File: config.mk
export PLATFORM = sky130hd
export DESIGN_NAME = mgmt_frame_slave
export DESIGN_NICKNAME = d
export VERILOG_FILES = /design/src/rtl/mgmt_frame_pkg.sv /design/src/rtl/mgmt_sync.sv /design/src/rtl/mgmt_rise_det.sv /design/src/rtl/mgmt_frame_fsm.sv /design/src/rtl/mgmt_frame_slave.sv
export SDC_FILE = /design/constraint.sdc
export NUM_CORES = 1
export LEC_CHECK = 0
export BUFFER_PORTS_ARGS = -buffer_cell sky130_fd_sc_hd__buf_4
export CORE_ASPECT_RATIO = 1.4
export CORE_MARGIN = 2
export CORE_UTILIZATION = 55
export DETAILED_ROUTE_END_ITERATION = 12
export GPL_ROUTABILITY_DRIVEN = 0
export PLACE_DENSITY_LB_ADDON = 0.2
export SYNTH_ARGS = -nofsm -noshare
export SYNTH_HDL_FRONTEND = slang
export SYNTH_SLANG_ARGS = --single-unit
export TNS_END_PERCENT = 1
File: constraint.sdc
create_clock -name clk -period 5.43 [get_ports clk]
set_input_delay 0.2715 -clock clk [delete_from_list [all_inputs] [get_ports clk]]
set_output_delay 0.2715 -clock clk [all_outputs]
set_load 0.01 [all_outputs]
File: src/rtl/mgmt_frame_pkg.sv
package mgmt_frame_pkg;

    // Field widths of a management frame
    localparam int OPC_W      = 2;
    localparam int PHYA_W     = 5;
    localparam int REGA_W     = 5;
    localparam int WORD_W     = 16;
    localparam int WR_TA_BITS = 2;

    // Opcode encodings (decoded by the frame sequencer)
    localparam logic [OPC_W-1:0] OPC_READ  = 2'b10;
    localparam logic [OPC_W-1:0] OPC_WRITE = 2'b01;

    typedef enum logic [2:0] {
        FS_IDLE,
        FS_START,
        FS_HDR,
        FS_TA_RD,
        FS_RD_DATA,
        FS_TA_WR,
        FS_WR_DATA
    } frame_state_e;

endpackage

File: src/rtl/mgmt_sync.sv
module mgmt_sync #(
    parameter int   STAGES    = 2,
    parameter logic RESET_VAL = 1'b0
) (
    input  logic clk,
    input  logic rst_n,
    input  logic d,
    output logic q
);
    logic [STAGES-1:0] chain_d, chain_q;

    generate
        for (genvar s = 0; s < STAGES; s++) begin : g_stage
            if (s == 0) begin : g_first
                assign chain_d[s] = d;
            end else begin : g_next
                assign chain_d[s] = chain_q[s-1];
            end
        end
    endgenerate

    always_ff @(posedge clk or negedge rst_n) begin
        if (!rst_n) begin
            chain_q <= {STAGES{RESET_VAL}};
        end else begin
            chain_q <= chain_d;
        end
    end

    assign q = chain_q[STAGES-1];
endmodule

File: src/rtl/mgmt_rise_det.sv
module mgmt_rise_det (
    input  logic clk,
    input  logic rst_n,
    input  logic level,
    output logic rise
);
    logic prev_d, prev_q;

    always_comb begin
        prev_d = level;
    end

    always_ff @(posedge clk or negedge rst_n) begin
        if (!rst_n) begin
            prev_q <= 1'b0;
        end else begin
            prev_q <= prev_d;
        end
    end

    assign rise = level & ~prev_q;
endmodule

File: src/rtl/mgmt_frame_fsm.sv
module mgmt_frame_fsm
    import mgmt_frame_pkg::*;
#(
    parameter int DATA_W = WORD_W,
    parameter int ADDR_W = REGA_W,
    parameter int PHY_W  = PHYA_W,
    parameter int OP_W   = OPC_W,
    parameter int TA_W   = WR_TA_BITS
) (
    input  logic              clk,
    input  logic              rst_n,
    input  logic              tick,
    input  logic              bit_in,
    input  logic [DATA_W-1:0] rd_data,
    output logic              out_bit,
    output logic              out_en,
    output logic              acc_valid,
    output logic              acc_write,
    output logic [ADDR_W-1:0] acc_addr,
    output logic [DATA_W-1:0] acc_wdata
);
    localparam int HDR_W = OP_W + PHY_W + ADDR_W;
    localparam int ACC_W = (DATA_W > HDR_W) ? DATA_W : HDR_W;
    localparam int CNT_W = $clog2(ACC_W + 1);

    localparam logic [CNT_W-1:0] CNT_HDR  = CNT_W'(HDR_W);
    localparam logic [CNT_W-1:0] CNT_DATA = CNT_W'(DATA_W);
    localparam logic [CNT_W-1:0] CNT_TA   = CNT_W'(TA_W);
    localparam logic [CNT_W-1:0] CNT_ONE  = CNT_W'(1);

    typedef struct packed {
        frame_state_e      st;
        logic [CNT_W-1:0]  cnt;
        logic [ACC_W-1:0]  acc;
        logic [ADDR_W-1:0] wr_addr;
        logic [DATA_W-1:0] shreg;
        logic              strobe;
        logic              strobe_wr;
        logic [ADDR_W-1:0] s_addr;
        logic [DATA_W-1:0] s_wdata;
    } fsm_t;

    fsm_t r_d, r_q;

    logic [ACC_W-1:0]  acc_next;
    logic [OP_W-1:0]   opcode;
    logic [ADDR_W-1:0] hdr_reg;
    logic              last_bit;

    always_comb begin
        acc_next = {r_q.acc[ACC_W-2:0], bit_in};
        opcode   = acc_next[HDR_W-1 -: OP_W];
        hdr_reg  = acc_next[ADDR_W-1:0];
        last_bit = (r_q.cnt == CNT_ONE);

        r_d           = r_q;
        r_d.strobe    = 1'b0;
        r_d.strobe_wr = 1'b0;

        // Read data is taken the cycle after the read strobe
        if (r_q.strobe && !r_q.strobe_wr) begin
            r_d.shreg = rd_data;
        end

        if (tick) begin
            unique case (r_q.st)
                FS_IDLE: begin
                    if (!bit_in) begin
                        r_d.st = FS_START;
                    end
                end
                FS_START: begin
                    if (bit_in) begin
                        r_d.st  = FS_HDR;
                        r_d.cnt = CNT_HDR;
                        r_d.acc = '0;
                    end
                end
                FS_HDR: begin
                    r_d.acc = acc_next;
                    r_d.cnt = r_q.cnt - CNT_ONE;
                    if (last_bit) begin
                        if (opcode == OPC_READ) begin
                            r_d.st        = FS_TA_RD;
                            r_d.strobe    = 1'b1;
                            r_d.strobe_wr = 1'b0;
                            r_d.s_addr    = hdr_reg;
                        end else if (opcode == OPC_WRITE) begin
                            r_d.st      = FS_TA_WR;
                            r_d.wr_addr = hdr_reg;
                            r_d.cnt     = CNT_TA;
                        end else begin
                            r_d.st = FS_IDLE;
                        end
                    end
                end
                FS_TA_RD: begin
                    r_d.st  = FS_RD_DATA;
                    r_d.cnt = CNT_DATA;
                end
                FS_RD_DATA: begin
                    r_d.shreg = {r_q.shreg[DATA_W-2:0], 1'b0};
                    r_d.cnt   = r_q.cnt - CNT_ONE;
                    if (last_bit) begin
                        r_d.st = FS_IDLE;
                    end
                end
                FS_TA_WR: begin
                    r_d.cnt = r_q.cnt - CNT_ONE;
                    if (last_bit) begin
                        r_d.st  = FS_WR_DATA;
                        r_d.cnt = CNT_DATA;
                    end
                end
                FS_WR_DATA: begin
                    r_d.acc = acc_next;
                    r_d.cnt = r_q.cnt - CNT_ONE;
                    if (last_bit) begin
                        r_d.st        = FS_IDLE;
                        r_d.strobe    = 1'b1;
                        r_d.strobe_wr = 1'b1;
                        r_d.s_addr    = r_q.wr_addr;
                        r_d.s_wdata   = acc_next[DATA_W-1:0];
                    end
                end
                default: begin
                    r_d.st = FS_IDLE;
                end
            endcase
        end
    end

    always_ff @(posedge clk or negedge rst_n) begin
        if (!rst_n) begin
            r_q <= '{st: FS_IDLE, default: '0};
        end else begin
            r_q <= r_d;
        end
    end

    assign out_en    = (r_q.st == FS_TA_RD) || (r_q.st == FS_RD_DATA);
    assign out_bit   = (r_q.st == FS_RD_DATA) ? r_q.shreg[DATA_W-1] : 1'b0;
    assign acc_valid = r_q.strobe;
    assign acc_write = r_q.strobe_wr;
    assign acc_addr  = r_q.s_addr;
    assign acc_wdata = r_q.s_wdata;
endmodule

File: src/rtl/mgmt_frame_slave.sv
module mgmt_frame_slave
    import mgmt_frame_pkg::*;
#(
    parameter int SYNC_STAGES = 2,
    parameter int DATA_W      = WORD_W,
    parameter int ADDR_W      = REGA_W
) (
    input  logic              clk,
    input  logic              rst_n,
    input  logic              mdc_in,
    input  logic              mdio_in,
    output logic              mdio_out,
    output logic              mdio_oe,
    output logic              reg_valid,
    output logic              reg_write,
    output logic [ADDR_W-1:0] reg_addr,
    output logic [DATA_W-1:0] reg_wdata,
    input  logic [DATA_W-1:0] reg_rdata
);
    logic mdc_s, mdio_s, bit_tick;

    mgmt_sync #(.STAGES(SYNC_STAGES), .RESET_VAL(1'b0)) i_sync_mdc (
        .clk(clk), .rst_n(rst_n), .d(mdc_in), .q(mdc_s)
    );

    // Idle line level is 1
    mgmt_sync #(.STAGES(SYNC_STAGES), .RESET_VAL(1'b1)) i_sync_mdio (
        .clk(clk), .rst_n(rst_n), .d(mdio_in), .q(mdio_s)
    );

    mgmt_rise_det i_rise (
        .clk(clk), .rst_n(rst_n), .level(mdc_s), .rise(bit_tick)
    );

    mgmt_frame_fsm #(
        .DATA_W(DATA_W),
        .ADDR_W(ADDR_W),
        .PHY_W (PHYA_W),
        .OP_W  (OPC_W),
        .TA_W  (WR_TA_BITS)
    ) i_fsm (
        .clk      (clk),
        .rst_n    (rst_n),
        .tick     (bit_tick),
        .bit_in   (mdio_s),
        .rd_data  (reg_rdata),
        .out_bit  (mdio_out),
        .out_en   (mdio_oe),
        .acc_valid(reg_valid),
        .acc_write(reg_write),
        .acc_addr (reg_addr),
        .acc_wdata(reg_wdata)
    );
endmodule

==> flow_summary.toml <==
[worst_setup_path]
critical_path.max_stage_delay_ns = 0.97
rrSetupSlack_ns = 3.03
endpoint_kind = "flip-flop"
reg2reg_to = "i_fsm.acc_wdata[13]"
cp_top_family = "simple AND/OR/NAND/NOR gates"
rr_startpoint = "i_fsm.r_q[65]"
cp_max_fo = 19
worstPathArrival_ns = 2.63
start_kind = "flip-flop"
worstPathCellList = "nor4bb_4 > nand3_4 > mux2_4"
crit_type = "flip-flop to flip-flop"
cp.required_ns = 5.67
crit_path_top_delay_cell = "nor4bb_4"
path_buf_inv = 0
worstRegToRegCells = 3

[clocking]
postCtsSetupBuffers = 0
cts_buffers = 9
worst_skew_pair.late_latency_ns = 0.35
clkSinkCount = 72
cts-root-buf = "clkbuf_8"
ctsHtreeMaxLevel = 3
cts_tree = "done"
cts_max_path_buffers = 2
cts_resized = 0
path_clk_slew_ns = 0.07
cts_hold_buf = 0

[pwr]
ir_drop_mv = 0.2007
seqPwrFrac = 0.497
p_sw_frac = 0.3040
p_leak_nw = 1.775
power.internal_w = 0.001048
power_frac_clock = 0.300
powerDensity_mw_per_mm2 = 395.2
switchingPower_w = 0.0004578
power_frac_comb = 0.204

[floorplanning]
die_h_um = 96.94
die_area_mm2 = 0.006823
die_w_um = 70.39
initial_core_util = 0.5747
core-area_mm2 = 0.005904
io_pins = 45
rows = 33

[sta]
max-slew-margin-rel = 0.3143
final.setup.tns_ns = 0
max_freq_mhz = 417.2
finalCritPeriodShare = 0.4414
setup_viol = 0
worstMarginPinSlew_ns = 1.027
period_minus_slack_ns = 2.397
slew_violations = 0
finalClockSkew_ns = 0.01113
finalHoldViolCount = 0
grt_setup_unrepaired = "false"

[drt]
drc_errors = 0
drt-total-wl_um = 5782
vias_per_cell = 5.556
routedWlPerCell_um = 15.02
dr.pass1.iters = 4
via_count = 2139
drtIter0Drc = 105
drtAntennaViolNets = 0

[cells_and_area]
syn_to_final_growth_pct = 12.28
layout-drive-gt1-share = 0.2730
fin_cells = 385
final_common_cell = "dfrtp_1"
final_cell_mix = "dfrtp_1, buf_4, nand2_1"
num_antenna_cells = 0
nNetsFinal = 335

[logic_synthesis]
ys_ff_latch = 72
synth_top_area_share = 0.5162
avgSynthCellArea_um2 = 11.66
synth_area_mm2 = 0.003393
ys_types = 49
yosysSeqAreaShare = 0.5317
synthArstFlopShare = 1.000
synth-edff-count = 0
synth_area_leaders = "dfrtp_1, buf_4, mux2i_1"
synth_cells = 291
synth_top_area_cell = "dfrtp_1"
yosys_warnings = 0
synthFlopType = "dfrtp_1"
syn_nets = 316

[global_routing]
grt_pass1_vias = 2042
grt_usage = 0.1843
grt-ovfl-total = 0
grt_pass1_wl_um = 9880
grt_max_degree = 73
antenna_found_initial = 0

[worst_hold_path]
min_path_type = "input pin to asynchronous set/reset pin"

[place]
dp_cells = 369
dpl.hpwl_um = 4049
port-buffer-count = 44

[status]
status = "complete, no violations"

[flow_run]
cap_viol_max_count = 0
[logic make-up (layout without fill, tap and decap cells)]
| logic type | Yosys count | count (layout) | synth area share |
|---|---|---|---|
| adder cells (fa/ha/maj) | 5 | 5 | 0.01844 |
| multiplexers | 37 | 37 | 0.1224 |
| AO/OA/AOI/OAI | 62 | 62 | 0.1265 |
| AND/OR/NAND/NOR | 70 | 70 | 0.1206 |
| XOR/XNOR | 1 | 1 | 0.002582 |
| buffers and inverters | 44 | 68 | 0.07780 |
| flip-flops | 72 | 72 | 0.5317 |
[through the flow]
| step | total power, W | worst slack (ns) | utilization | cell area [µm²] | hold WS, ns |
|---|---|---|---|---|---|
| 2_1_floorplan | 0.0009708 | 3.650 | - | 3393 | -0.02409 |
| 3_3_place_gp | 0.001053 | 3.031 | 0.6095 | 3598 | 0.3326 |
| 3_5_place_dp | 0.001068 | 2.977 | 0.6095 | 3598 | 0.3426 |
| 4_1_cts | 0.001521 | 2.983 | 0.6453 | 3810 | 0.01560 |
| 5_1_grt | 0.001601 | 2.829 | 0.6453 | 3810 | 0.01769 |
| 6_report | 0.001506 | 3.033 | 0.6453 | 3810 | 0.03087 |
[layer usage]
metal | part of all wire | wire length, µm | vias up | GRT usage
met3 | 0.042 | 245 | 13 | 0.04271
met2 | 0.48 | 2776 | 48 | 0.2750
li1 | - | - | 1049 | -
met4 | 0.030 | 176 | 0 | 0.1036
met5 | 0 | 0 | - | 0
met1 | 0.45 | 2583 | 1029 | 0.2458
[power by group through the flow]
stage,clock network (W),registers (W),logic [W]
after detailed placement,0,0.000758,0.000309
after global placement,0,0.000752,0.000302
after global routing,0.000483,0.000768,0.000350
final,0.000452,0.000748,0.000306
after floorplan,0,0.000708,0.000263
after CTS,0.000461,0.000748,0.000312
[cell type report]
class                   instances  area [µm²]
inverters                       7       26.28
fillers                       465        2095
multi-input cells             175        1343
clock buffers                  10       127.6
well taps                      70       87.58
clock inverters                 6       83.83
flip-flops and latches         72        1804
repair buffers                 45       337.8
[worst max-delay path by stage]
stage	from	to	depth (start not counted)	slack [ns]
finish	i_fsm.r_q[65]	i_fsm.acc_wdata[13]	3	3.03
global route	i_fsm.r_q[65]	i_fsm.acc_addr[0]	4	2.83
CTS	i_fsm.r_q[65]	i_fsm.acc_wdata[13]	3	2.98
detailed placement	i_fsm.r_q[65]	i_fsm.acc_wdata[13]	3	2.98
global placement	i_fsm.r_q[65]	i_fsm.acc_wdata[14]	3	3.03
floorplan	i_fsm.r_q[61]	i_fsm.r_q[65]	7	3.65
[flip-flops by register name, summed over array words and instances, names as in the netlist]
register,count
i_sync_mdio.chain_q,2
i_rise.prev_q,1
i_sync_mdc.chain_q,2
i_fsm.acc_write,1
i_fsm.r_q,29
i_fsm.acc_valid,1
i_fsm.acc_next,15
i_fsm.acc_addr,5
i_fsm.acc_wdata,16
[cell usage after synthesis, types with 3 or more instances]
master     n
dfrtp_1   70
nand2_1   26
buf_4     22
o21ai_0   18
a22o_1    16
mux2i_1   16
nor2_1    10
o21ai_1   10
mux2_2     9
clkbuf_1   7
inv_1      7
mux2_1     7
buf_2      6
nor2b_1    6
a22oi_1    5
ha_1       5
mux2_4     5
nand3_1    5
and3_1     3
nand2b_1   3
o211ai_1   3
(Power assumes the default switching activity.)
